**src/rtl/vid_mark_pkg.sv**
```systemverilog
package vid_mark_pkg;

  // Direction of conversion: which marker convention enters the block.
  typedef enum logic {
    CONV_A_TO_B = 1'b0,  // user = frame start, last = line end  ->  last = frame end, user = line end
    CONV_B_TO_A = 1'b1   // the reverse
  } conv_dir_e;

endpackage

```
**src/rtl/vid_pos_track.sv**
```systemverilog
module vid_pos_track #(
  parameter int DIM_W = 10
) (
  input  logic             clk,
  input  logic             rst,
  input  logic             adv,
  input  logic             sof_hit,
  input  logic             eof_hit,
  input  logic [DIM_W-1:0] width,
  input  logic [DIM_W-1:0] height,
  output logic [DIM_W-1:0] pos_x,
  output logic [DIM_W-1:0] pos_y,
  output logic [DIM_W-1:0] eff_x,
  output logic [DIM_W-1:0] eff_y,
  output logic             known
);

  localparam logic [DIM_W-1:0] ONE = DIM_W'(1);

  // A start-of-frame marker overrides the stored position for this beat.
  always_comb begin
    eff_x = sof_hit ? '0 : pos_x;
    eff_y = sof_hit ? '0 : pos_y;
  end

  always_ff @(posedge clk) begin
    if (rst) begin
      pos_x <= '0;
      pos_y <= '0;
      known <= 1'b0;
    end else if (adv) begin
      if (eof_hit) begin
        pos_x <= '0;
        pos_y <= '0;
        known <= 1'b1;
      end else if (eff_x + ONE == width) begin
        pos_x <= '0;
        if (eff_y + ONE == height) begin
          pos_y <= '0;
          known <= 1'b1;
        end else begin
          pos_y <= eff_y + ONE;
        end
      end else begin
        pos_x <= eff_x + ONE;
        pos_y <= eff_y;
      end
    end
  end

endmodule

```
**src/rtl/vid_mark_gen.sv**
```systemverilog
module vid_mark_gen
  import vid_mark_pkg::*;
#(
  parameter int        DIM_W = 10,
  parameter conv_dir_e DIR   = CONV_A_TO_B
) (
  input  logic [DIM_W-1:0] x,
  input  logic [DIM_W-1:0] y,
  input  logic [DIM_W-1:0] width,
  input  logic [DIM_W-1:0] height,
  input  logic             known,
  output logic             mark_last,
  output logic             mark_user
);

  localparam logic [DIM_W-1:0] ONE = DIM_W'(1);

  logic line_end, bottom_row, top_left;

  always_comb begin
    line_end   = (x == width - ONE);
    bottom_row = (y == height - ONE);
    top_left   = (x == '0) && (y == '0);
  end

  generate
    if (DIR == CONV_A_TO_B) begin : g_to_eof
      assign mark_last = line_end && bottom_row;
      assign mark_user = line_end;
    end else begin : g_to_sof
      assign mark_last = line_end;
      assign mark_user = top_left && known;
    end
  endgenerate

endmodule

```
**src/rtl/vid_skid_out.sv**
```systemverilog
module vid_skid_out #(
  parameter int W = 26
) (
  input  logic         clk,
  input  logic         rst,
  input  logic         in_valid,
  output logic         in_ready,
  input  logic [W-1:0] in_beat,
  output logic         out_valid,
  input  logic         out_ready,
  output logic [W-1:0] out_beat
);

  logic         skid_full;
  logic [W-1:0] skid_q;
  logic         take, load;

  assign in_ready = !skid_full;
  assign take     = in_valid && !skid_full;
  assign load     = out_ready || !out_valid;

  always_ff @(posedge clk) begin
    if (rst) begin
      out_valid <= 1'b0;
      skid_full <= 1'b0;
    end else if (load) begin
      if (skid_full) begin
        out_valid <= 1'b1;
        skid_full <= 1'b0;
      end else begin
        out_valid <= take;
      end
    end else if (take) begin
      skid_full <= 1'b1;
    end
  end

  // Data path without reset so it maps onto plain registers.
  always_ff @(posedge clk) begin
    if (load) begin
      out_beat <= skid_full ? skid_q : in_beat;
    end
    if (!load && take) begin
      skid_q <= in_beat;
    end
  end

endmodule

```
**src/rtl/vid_mark_conv.sv**
```systemverilog
module vid_mark_conv
  import vid_mark_pkg::*;
#(
  parameter int        PIX_W = 24,
  parameter int        DIM_W = 10,
  parameter conv_dir_e DIR   = CONV_A_TO_B
) (
  input  logic             clk,
  input  logic             rst,
  input  logic [DIM_W-1:0] frame_w,
  input  logic [DIM_W-1:0] frame_h,
  input  logic             s_valid,
  output logic             s_ready,
  input  logic [PIX_W-1:0] s_data,
  input  logic             s_last,
  input  logic             s_user,
  output logic             m_valid,
  input  logic             m_ready,
  output logic [PIX_W-1:0] m_data,
  output logic             m_last,
  output logic             m_user
);

  localparam int BEAT_W = PIX_W + 2;

  logic             accept;
  logic             sof_hit, eof_hit;
  logic [DIM_W-1:0] pos_x, pos_y, eff_x, eff_y;
  logic             known;
  logic             mark_last, mark_user;
  logic [BEAT_W-1:0] out_beat;

  assign accept = s_valid && s_ready;

  generate
    if (DIR == CONV_A_TO_B) begin : g_sync_sof
      assign sof_hit = s_user;
      assign eof_hit = 1'b0;
    end else begin : g_sync_eof
      assign sof_hit = 1'b0;
      assign eof_hit = s_last;
    end
  endgenerate

  vid_pos_track #(.DIM_W(DIM_W)) u_pos (
    .clk     (clk),
    .rst     (rst),
    .adv     (accept),
    .sof_hit (sof_hit),
    .eof_hit (eof_hit),
    .width   (frame_w),
    .height  (frame_h),
    .pos_x   (pos_x),
    .pos_y   (pos_y),
    .eff_x   (eff_x),
    .eff_y   (eff_y),
    .known   (known)
  );

  vid_mark_gen #(.DIM_W(DIM_W), .DIR(DIR)) u_mark (
    .x         (eff_x),
    .y         (eff_y),
    .width     (frame_w),
    .height    (frame_h),
    .known     (known),
    .mark_last (mark_last),
    .mark_user (mark_user)
  );

  vid_skid_out #(.W(BEAT_W)) u_out (
    .clk       (clk),
    .rst       (rst),
    .in_valid  (s_valid),
    .in_ready  (s_ready),
    .in_beat   ({s_data, mark_last, mark_user}),
    .out_valid (m_valid),
    .out_ready (m_ready),
    .out_beat  (out_beat)
  );

  assign {m_data, m_last, m_user} = out_beat;

endmodule

```
**config.mk**
```make
export PLATFORM = sky130hd
export DESIGN_NAME = vid_mark_conv
export DESIGN_NICKNAME = d
export VERILOG_FILES = /design/src/rtl/vid_mark_pkg.sv /design/src/rtl/vid_pos_track.sv /design/src/rtl/vid_mark_gen.sv /design/src/rtl/vid_skid_out.sv /design/src/rtl/vid_mark_conv.sv
export SDC_FILE = /design/constraint.sdc
export NUM_CORES = 1
export LEC_CHECK = 0
export ABC_AREA = 1
export BUFFER_PORTS_ARGS = -buffer_cell sky130_fd_sc_hd__buf_2
export CAP_MARGIN = 20
export CORE_MARGIN = 4
export CORE_UTILIZATION = 50
export CTS_CLUSTER_DIAMETER = 150
export DETAILED_ROUTE_END_ITERATION = 7
export HOLD_SLACK_MARGIN = 0.05
export PLACE_DENSITY_LB_ADDON = 0.3
export SYNTH_ARGS = -nofsm -noshare
export SYNTH_HDL_FRONTEND = slang
export SYNTH_HIERARCHICAL = 1
export SYNTH_SLANG_ARGS = --single-unit
```
**constraint.sdc**
```tcl
create_clock -name clk -period 6.5 [get_ports clk]
set_clock_uncertainty 0.2 [all_clocks]
set_input_delay 0.325 -clock clk [delete_from_list [all_inputs] [get_ports clk]]
set_output_delay 0.325 -clock clk [all_outputs]
set_load 0.05 [all_outputs]
```
-- Word level (Yosys, flattened, before mapping)
Index checks and enable logic that the tools add are counted.
- add/subtract/negate cells: 4
- equal/unequal tests: 4
- muxes and demuxes: 7
- reduce and logical (&&, ||, !) cells: 8
- operators with widths (kind ; number):
    $mux W10 ; 5
    $eq A10 B10 Y1 ; 4
    $mux W26 ; 1
    $add A10 B1 Y10 const B ; 2
    $sub A10 B1 Y10 const B ; 2
    $logic_and A1 B1 Y1 ; 3
    $logic_not A1 Y1 ; 3
    $reduce_or A2 Y1 ; 1
    $logic_or A1 B1 Y1 ; 1
    $mux W1 ; 1
- bits in registers: 74
- input bits: 50
- word-level logic and storage cells: 29

-- Depth between registers and ports, before layout
Gate-level depths: netlist (run 1).
- depth after elaboration: 5
- mapped depth: 19
- gate-level depth less buffers: 17

-- Hierarchy
Netlist (run 1), hierarchy kept.
- modules (own cells, without submodules) (module ; times used ; cells each ; area an instance (um^2)):
    vid_pos_track ; 1 ; 374 ; 2119.5
    vid_skid_out ; 1 ; 148 ; 2019.4
    vid_mark_gen ; 1 ; 154 ; 743.2
    vid_mark_conv ; 1 ; 3 ; 11.3

-- Worst setup path before layout (run 1)
No wires, ideal clock.
- path kind: flip-flop to flip-flop
- start: reg u_out.out_valid
- end: reg u_out.skid_q[0], enable pin
- arrival time: 2.576 ns
- data required time: 5.891 ns
- setup slack: 3.315 ns
- stages on the path, launching flop included: 3
- clock period less this slack: 3.185 ns
- cell sequence: dfxtp_1 -> nand2_1 -> nor2_1
- word-level cells in the longest chain between the ends: 4
- ends and longest elaborated chain (element ; RTL line ; RTL):
    start, declared ; vid_skid_out.sv:9 ; output logic out_valid,
    start signal, assigned ; vid_skid_out.sv:31 ; out_valid <= take;
    $logic_not A1 Y1 ; vid_skid_out.sv:20 ; assign load = out_ready || !out_valid;
    $logic_or A1 B1 Y1 ; vid_skid_out.sv:20 ;
    net u_out.load ; vid_skid_out.sv:16 ; logic take, load;
    $logic_not A1 Y1 ; vid_skid_out.sv:43 ; if (!load && take) begin
    $logic_and A1 B1 Y1 ; vid_skid_out.sv:43 ;
    end signal, assigned ; vid_skid_out.sv:44 ; skid_q <= in_beat;
    end, declared ; vid_skid_out.sv:15 ; logic [W-1:0] skid_q;
The timed path passes the listed nets, and every way through them passes these cells.
A chain may end at the register's enable or synchronous reset.

-- Worst setup path in the final report (run 1)
- start: reg u_out.skid_full
- end: reg u_pos.pos_x[5]
- word-level cells in the longest chain between the ends: 2
- ends and longest elaborated chain (element ; RTL line ; RTL):
    start, declared ; vid_skid_out.sv:14 ; logic skid_full;
    start signal, assigned ; vid_skid_out.sv:25 ; skid_full <= 1'b0;
    start signal, assigned ; vid_skid_out.sv:29 ; skid_full <= 1'b0;
    start signal, assigned ; vid_skid_out.sv:34 ; skid_full <= 1'b1;
    $logic_not A1 Y1 ; vid_skid_out.sv:18 ; assign in_ready = !skid_full;
    $logic_and A1 B1 Y1 ; vid_mark_conv.sv:33 ; assign accept = s_valid && s_ready;
    net accept ; vid_mark_conv.sv:26 ; logic accept;
    end signal, assigned ; vid_pos_track.sv:45 ; pos_x <= eff_x + ONE;
    end, declared ; vid_pos_track.sv:11 ; output logic [DIM_W-1:0] pos_x,
The timed path passes the listed nets, and every way through them passes these cells.

==> results of run 1 <==
[timing repair]
item	4_1_cts	5_1_grt
hold buffers	25	0
setup buffers	0	0
endpoints found under the hold margin	26	0
[power by group through the flow]
stage / clock network (W) / registers, W / logic (W)
after floorplan: 0 / 0.000593 / 0.0000699
after global placement: 0 / 0.000542 / 0.000166
after detailed placement: 0 / 0.000543 / 0.000170
after CTS: 0.000369 / 0.000532 / 0.000182
after global routing: 0.000396 / 0.000533 / 0.000197
final: 0.000358 / 0.000532 / 0.000182
[per-layer routing]
metal / up-vias / track usage (%)
met4: 0 / 6.575
met5: - / 0
met3: 12 / 3.218
li1: 2333 / -
met2: 135 / 34.75
met1: 2041 / 25.23
[cells in the final DEF (no fill, tap or decap), types with 2 or more instances in the layout]
cell,count
buf_2,76
nand3_2,8
inv_2,8
nand2_2,15
clkinv_1,3
dfxtp_1,22
nand2_1,277
nor2_4,7
nor2_2,12
a21oi_1,26
inv_1,70
edfxtp_1,52
ha_1,2
buf_4,2
o21ai_0,3
nor2_1,45
clkbuf_8,9
xor2_1,9
nand3_1,61
nand3b_1,11
and2_1,3
clkinv_4,4
dlygate4sd3_1,25
xnor2_1,10
nand4_1,9
[per-stage QoR]
step / setup WS (ns) / area [sq um] / total power (W) / instances
detailed placement: 3.155 / 5281 / 0.0007126 / 867
finish: 3.133 / 5733 / 0.001072 / 908
global route: 2.783 / 5733 / 0.001126 / 908
CTS: 3.127 / 5733 / 0.001083 / 908
floorplan: 3.315 / 4848 / 0.0006634 / 672
global placement: 3.181 / 5281 / 0.0007083 / 867
[layout make-up]
type / instances / area share, %
Inverter: 80 / 5.238
Clock inverter: 7 / 1.353
Tap cell: 129 / 2.815
Multi-Input combinational cell: 506 / 42.25
Timing Repair Buffer: 103 / 11.26
Sequential cell: 74 / 34.92
Clock buffer: 9 / 2.161
[registers in the layout, indices dropped and copies added (netlist names)]
name             count
u_out/skid_q        26
u_pos/pos_x         10
u_out/out_valid      1
u_out/out_beat      26
u_out/skid_full      1
u_pos/pos_y         10
[worst max-delay path: stages, from the launching register on]
cell	delay (ns)
dfxtp_1	0.68
inv_2	0.59
nand2_1	0.09
inv_1	0.07
inv_1	0.30
nor2_1	0.37
clkinv_1	0.35
nor2_4	0.36
nand3_1	0.13
a21oi_1	0.14
[how the worst min path moves through the flow]
stage	from	to	slack, ns	cells past startpoint
6_report	m_ready	u_out/skid_full	0.09	4
2_1_floorplan	s_data[8]	u_out/skid_q[10]	0.22	0
3_3_place_gp	u_pos/pos_y[8]	u_pos/pos_y[8]	0.25	2
4_1_cts	m_ready	u_out/skid_full	0.08	4
3_5_place_dp	u_pos/pos_x[8]	u_pos/pos_x[8]	0.26	2
5_1_grt	m_ready	u_out/skid_full	0.09	4
==> run metrics, run 1 <==
fill count=845; CTS sink cnt=74; Psw=0.0003109 W; Hold Crit Class=in2reg; Peak supply drop=0.1243 mV; final setup TNS=0 ns; Clk pwr share=33.4%; DIE AREA=11340 sq um; DR WL met3=543 microns; P&R area growth vs syn=18.25%; Remaining DRCs=0; Root Driver=clkbuf_8; R2R Setup Slk=3.13 ns; CTS tree=built; Tot GR Track Use=19.94%; Storage cell area=2002 sq um; num rows=35; Ys Warns=6; final core occ=61.46%; Nets=826; switching share of power=29.00%; worst reg2reg path depth=9; worst setup path end=u_pos/pos_x[5]; startpoint types=flip-flop; Initial Utilization=51.98%; final setup violation count=0; H-tree levels=3; CTS Buffer Depth=2; I/O pin cnt=78; number of antenna violations at the first check in global routing=0; crit path DAT=3.43 ns; Slew @ Worst Pin=1.096 ns; syn_area_per_cell=7.215 sq um; Tmin final=3.367 ns; Power Density=187.0 nW/um^2; violation count after the first detailed-route iteration=270; WL met1=5118 microns; core area=9328 sq um; Leak=2.752 nW; CTS clk-pin slew, worst paths=0.08 ns; period utilization=51.79%; RSZ-0062 raised after global routing=no; nature of the critical path endpoint=flip-flop; Vias/cell=4.979; Slew HR=26.85%; Final ANT Viol Nets=0; Die Width=106.5 microns; part of the power in combinational logic=17.0%; vias post-DR=4521; grt total ovfl=0; post-cts sizing count=0; crit path from=u_out/skid_full; Syn Nets=724; total CTS buffers=9; final hold vios=0; CP Max Fanout=29; Min Hold Slack=0.09248 ns; max_cap viols=0; Mapped Cells=672; internal cell power=0.0007612 W; fin. max-slew vios=0; share of cells above drive strength 1=18.87%; global-route wire length before repair=18660 microns; met2 wire length=5418 microns; status=finished clean; FF-to-FF End=u_pos/pos_x[5]; Highest Signal Layer=met4; largest net degree at the start of global routing=30; Detailed Routing Iterations Pass 1=5; Die H=106.5 microns; Max Fclk=0.2970 GHz; vias in the first global route=4239; synthesized area=4848 sq um; Req. time, crit path=6.56 ns; area used by multi-input combinational logic=2422 sq um; WL/cell=12.37 microns; Clk Latency, worst-skew pair=0.33 ns; Seq pwr share=49.6%; critical setup path kind=reg2reg; Buffers on Ports=76; DP HPWL=8220 microns; antenna cells=0; DRT Wirelength=11230 microns; Worst R2R Start=u_out/skid_full; Placer Congestion=0.8730
(Power assumes the default switching activity.)
==> inputs of run 2 (changes only) <==
Clock period 6.5 ns to 3.2 ns, I/O delays scaled along.
==> run 2 against run 1 <==
- global-route usage is 0.47 points higher
- flip-flop and latch count stayed put
- combinational power is 110% higher
- critical endpoint is now u_pos/pos_x[3]
==> run metrics, run 2 (synthesized netlist as in run 1, its figures left out) <==
status=finished clean; P&R area growth vs syn=20.41%; DRT Wirelength=11360 microns (+1.1%); max_cap viols=0 (unchanged); Post-CTS Setup Bufs=0 (unchanged); core area=9328 sq um (unchanged); Tot GR Track Use=20.41% (+0.47 points); HP Start=s_user; final setup TNS=0 ns (unchanged); largest net degree at the start of global routing=29 (-3.3%); CP max-delay cell=dlygate4sd3_1; Storage cell area=2002 sq um (unchanged); area used by multi-input combinational logic=2422 sq um (unchanged); antenna cells=0 (unchanged); worst reg2reg path depth=12 (+3); Max Fclk=0.4236 GHz; Nets=834 (+0.97%); grt total ovfl=0 (unchanged); CP bufs+invs=6 (+2); R2R Setup Slk=0.85 ns (-2.28 ns); CP peak stage delay=0.53 ns (-0.15 ns); startpoint types=input port; Hold Crit Class=in2reg; Crit path top cell by count=inv_1; global-route wire length before repair=18980 microns (+1.7%); vias in the first global route=4308 (+1.6%); critical setup path kind=in2reg; Final Non-Filler Cells=915 (+0.77%); Die H=106.5 microns (unchanged); number of antenna violations at the first check in global routing=0 (unchanged); crit path DAT=2.42 ns (-1.01 ns); Power Density=397.0 nW/um^2 (+110%); Req. time, crit path=3.26 ns (-3.30 ns); Tmin final=2.361 ns; total CTS buffers=9 (unchanged); Crit path max-delay family=buffers and inverters; fin. max-slew vios=0 (unchanged); Final ANT Viol Nets=0 (unchanged); Worst R2R Start=u_pos/pos_x[1]; Placed Cells=872 (+0.58%); hold path depth=6 (+2); DP HPWL=8291 microns (+0.85%); FF-to-FF End=u_pos/pos_x[3]; violation count after the first detailed-route iteration=265 (-1.9%); most frequent cells in the layout=nand2_1 (277), buf_2 (76), inv_1 (70); CTS clk-pin slew, worst paths=0.08 ns (about the same); most common cell after layout, fill and taps aside=nand2_1; period utilization=73.77%; Root Driver=clkbuf_8; Top Registers=u_out/out_beat: 26 flops, u_out/skid_q: 26 flops; CP cell instances=dlygate4sd3_1, buf_2, nand2_1, inv_1, inv_1, buf_4, nor2_1, clkinv_1, nor2_4, nand3_1, a21oi_1; H-tree levels=3 (unchanged); Peak supply drop=0.2247 mV (+81%); num rows=35 (unchanged); Buffers on Ports=76 (unchanged); Initial Utilization=51.98% (unchanged); Die Width=106.5 microns (unchanged); fill count=819 (-3.1%); CTS sink cnt=74 (unchanged); post-cts sizing count=0 (unchanged); Leak=2.804 nW (+1.9%); I/O pin cnt=78 (unchanged); DIE AREA=11340 sq um (unchanged); final hold vios=0 (unchanged); final setup violation count=0 (unchanged); Hold EP=u_pos/pos_y[6]; share of cells above drive strength 1=19.34% (+0.47 points); Remaining DRCs=0 (unchanged); CTS Buffer Depth=2 (unchanged); Detailed Routing Iterations Pass 1=6 (+1); hold buffer count at cts=28 (+12%); vias post-DR=4542 (+0.46%); Placer Congestion=0.8824 (+1.1%); WL/cell=12.42 microns (+0.37%); RSZ-0062 raised after global routing=no; CTS tree=built; Vias/cell=4.964 (-0.30%); nature of the critical path endpoint=flip-flop; Clk Latency, worst-skew pair=0.33 ns (about the same); CP Max Fanout=21 (-28%)
## run 2: routing by layer
layer	share of wire (%)	track usage (%)	vias up	routed length (microns)
li1	-	-	2345	-
met4	1.5	5.205	0	174
met2	49	36.06	132	5561
met3	5.9	3.825	15	670
met5	0	0	-	0
met1	44	25.69	2050	4957
## run 2: worst max-delay path by stage
stage / startpoint / endpoint / slack [ns] / cells past startpoint
finish: s_valid / u_pos/pos_x[3] / 0.84 / 11
global route: u_pos/pos_x[1] / u_pos/pos_y[6] / 0.59 / 12
CTS: s_valid / u_pos/pos_x[3] / 0.85 / 11
detailed placement: s_user / u_pos/pos_x[3] / 0.61 / 15
global placement: s_user / u_pos/pos_x[6] / 0.70 / 15
floorplan: u_out/out_valid / u_out/skid_q[0] / 0.01 / 2
## run 2: report_power, final
group          leakage, nW  total (W)  internal [W]  switching [W]
clock                0.116   0.000858      0.000518       0.000340
combinational         2.01   0.000380      0.000119       0.000261
sequential           0.683    0.00108       0.00107      0.0000124
## run 2: metrics by stage
stage	utilization (%)	cell area [sq um]	worst slack (ns)	power, W	hold WS (ns)
global placement	57.02	5319	0.6974	0.001443	0.1539
detailed placement	57.02	5319	0.6096	0.001451	0.1551
global route	62.59	5838	0.5860	0.002421	0.1993
CTS	62.59	5838	0.8546	0.002339	0.1246
floorplan	-	4848	0.01463	0.001347	0.05887
finish	62.59	5838	0.8392	0.002318	0.1449
## run 2: worst min-delay path: stages
cell     delay (ns)
buf_2          0.11
nor2_1         0.10
inv_1          0.08
a21oi_1        0.06
nand2_1        0.06
a21oi_1        0.05
## run 2: cell type report
type | count | area share, %
inverters | 80 | 5.144
repair buffers | 111 | 12.22
multi-input cells | 506 | 41.49
well taps | 129 | 2.765
flip-flops and latches | 74 | 34.29
clock inverters | 6 | 1.972
clock buffers | 9 | 2.122
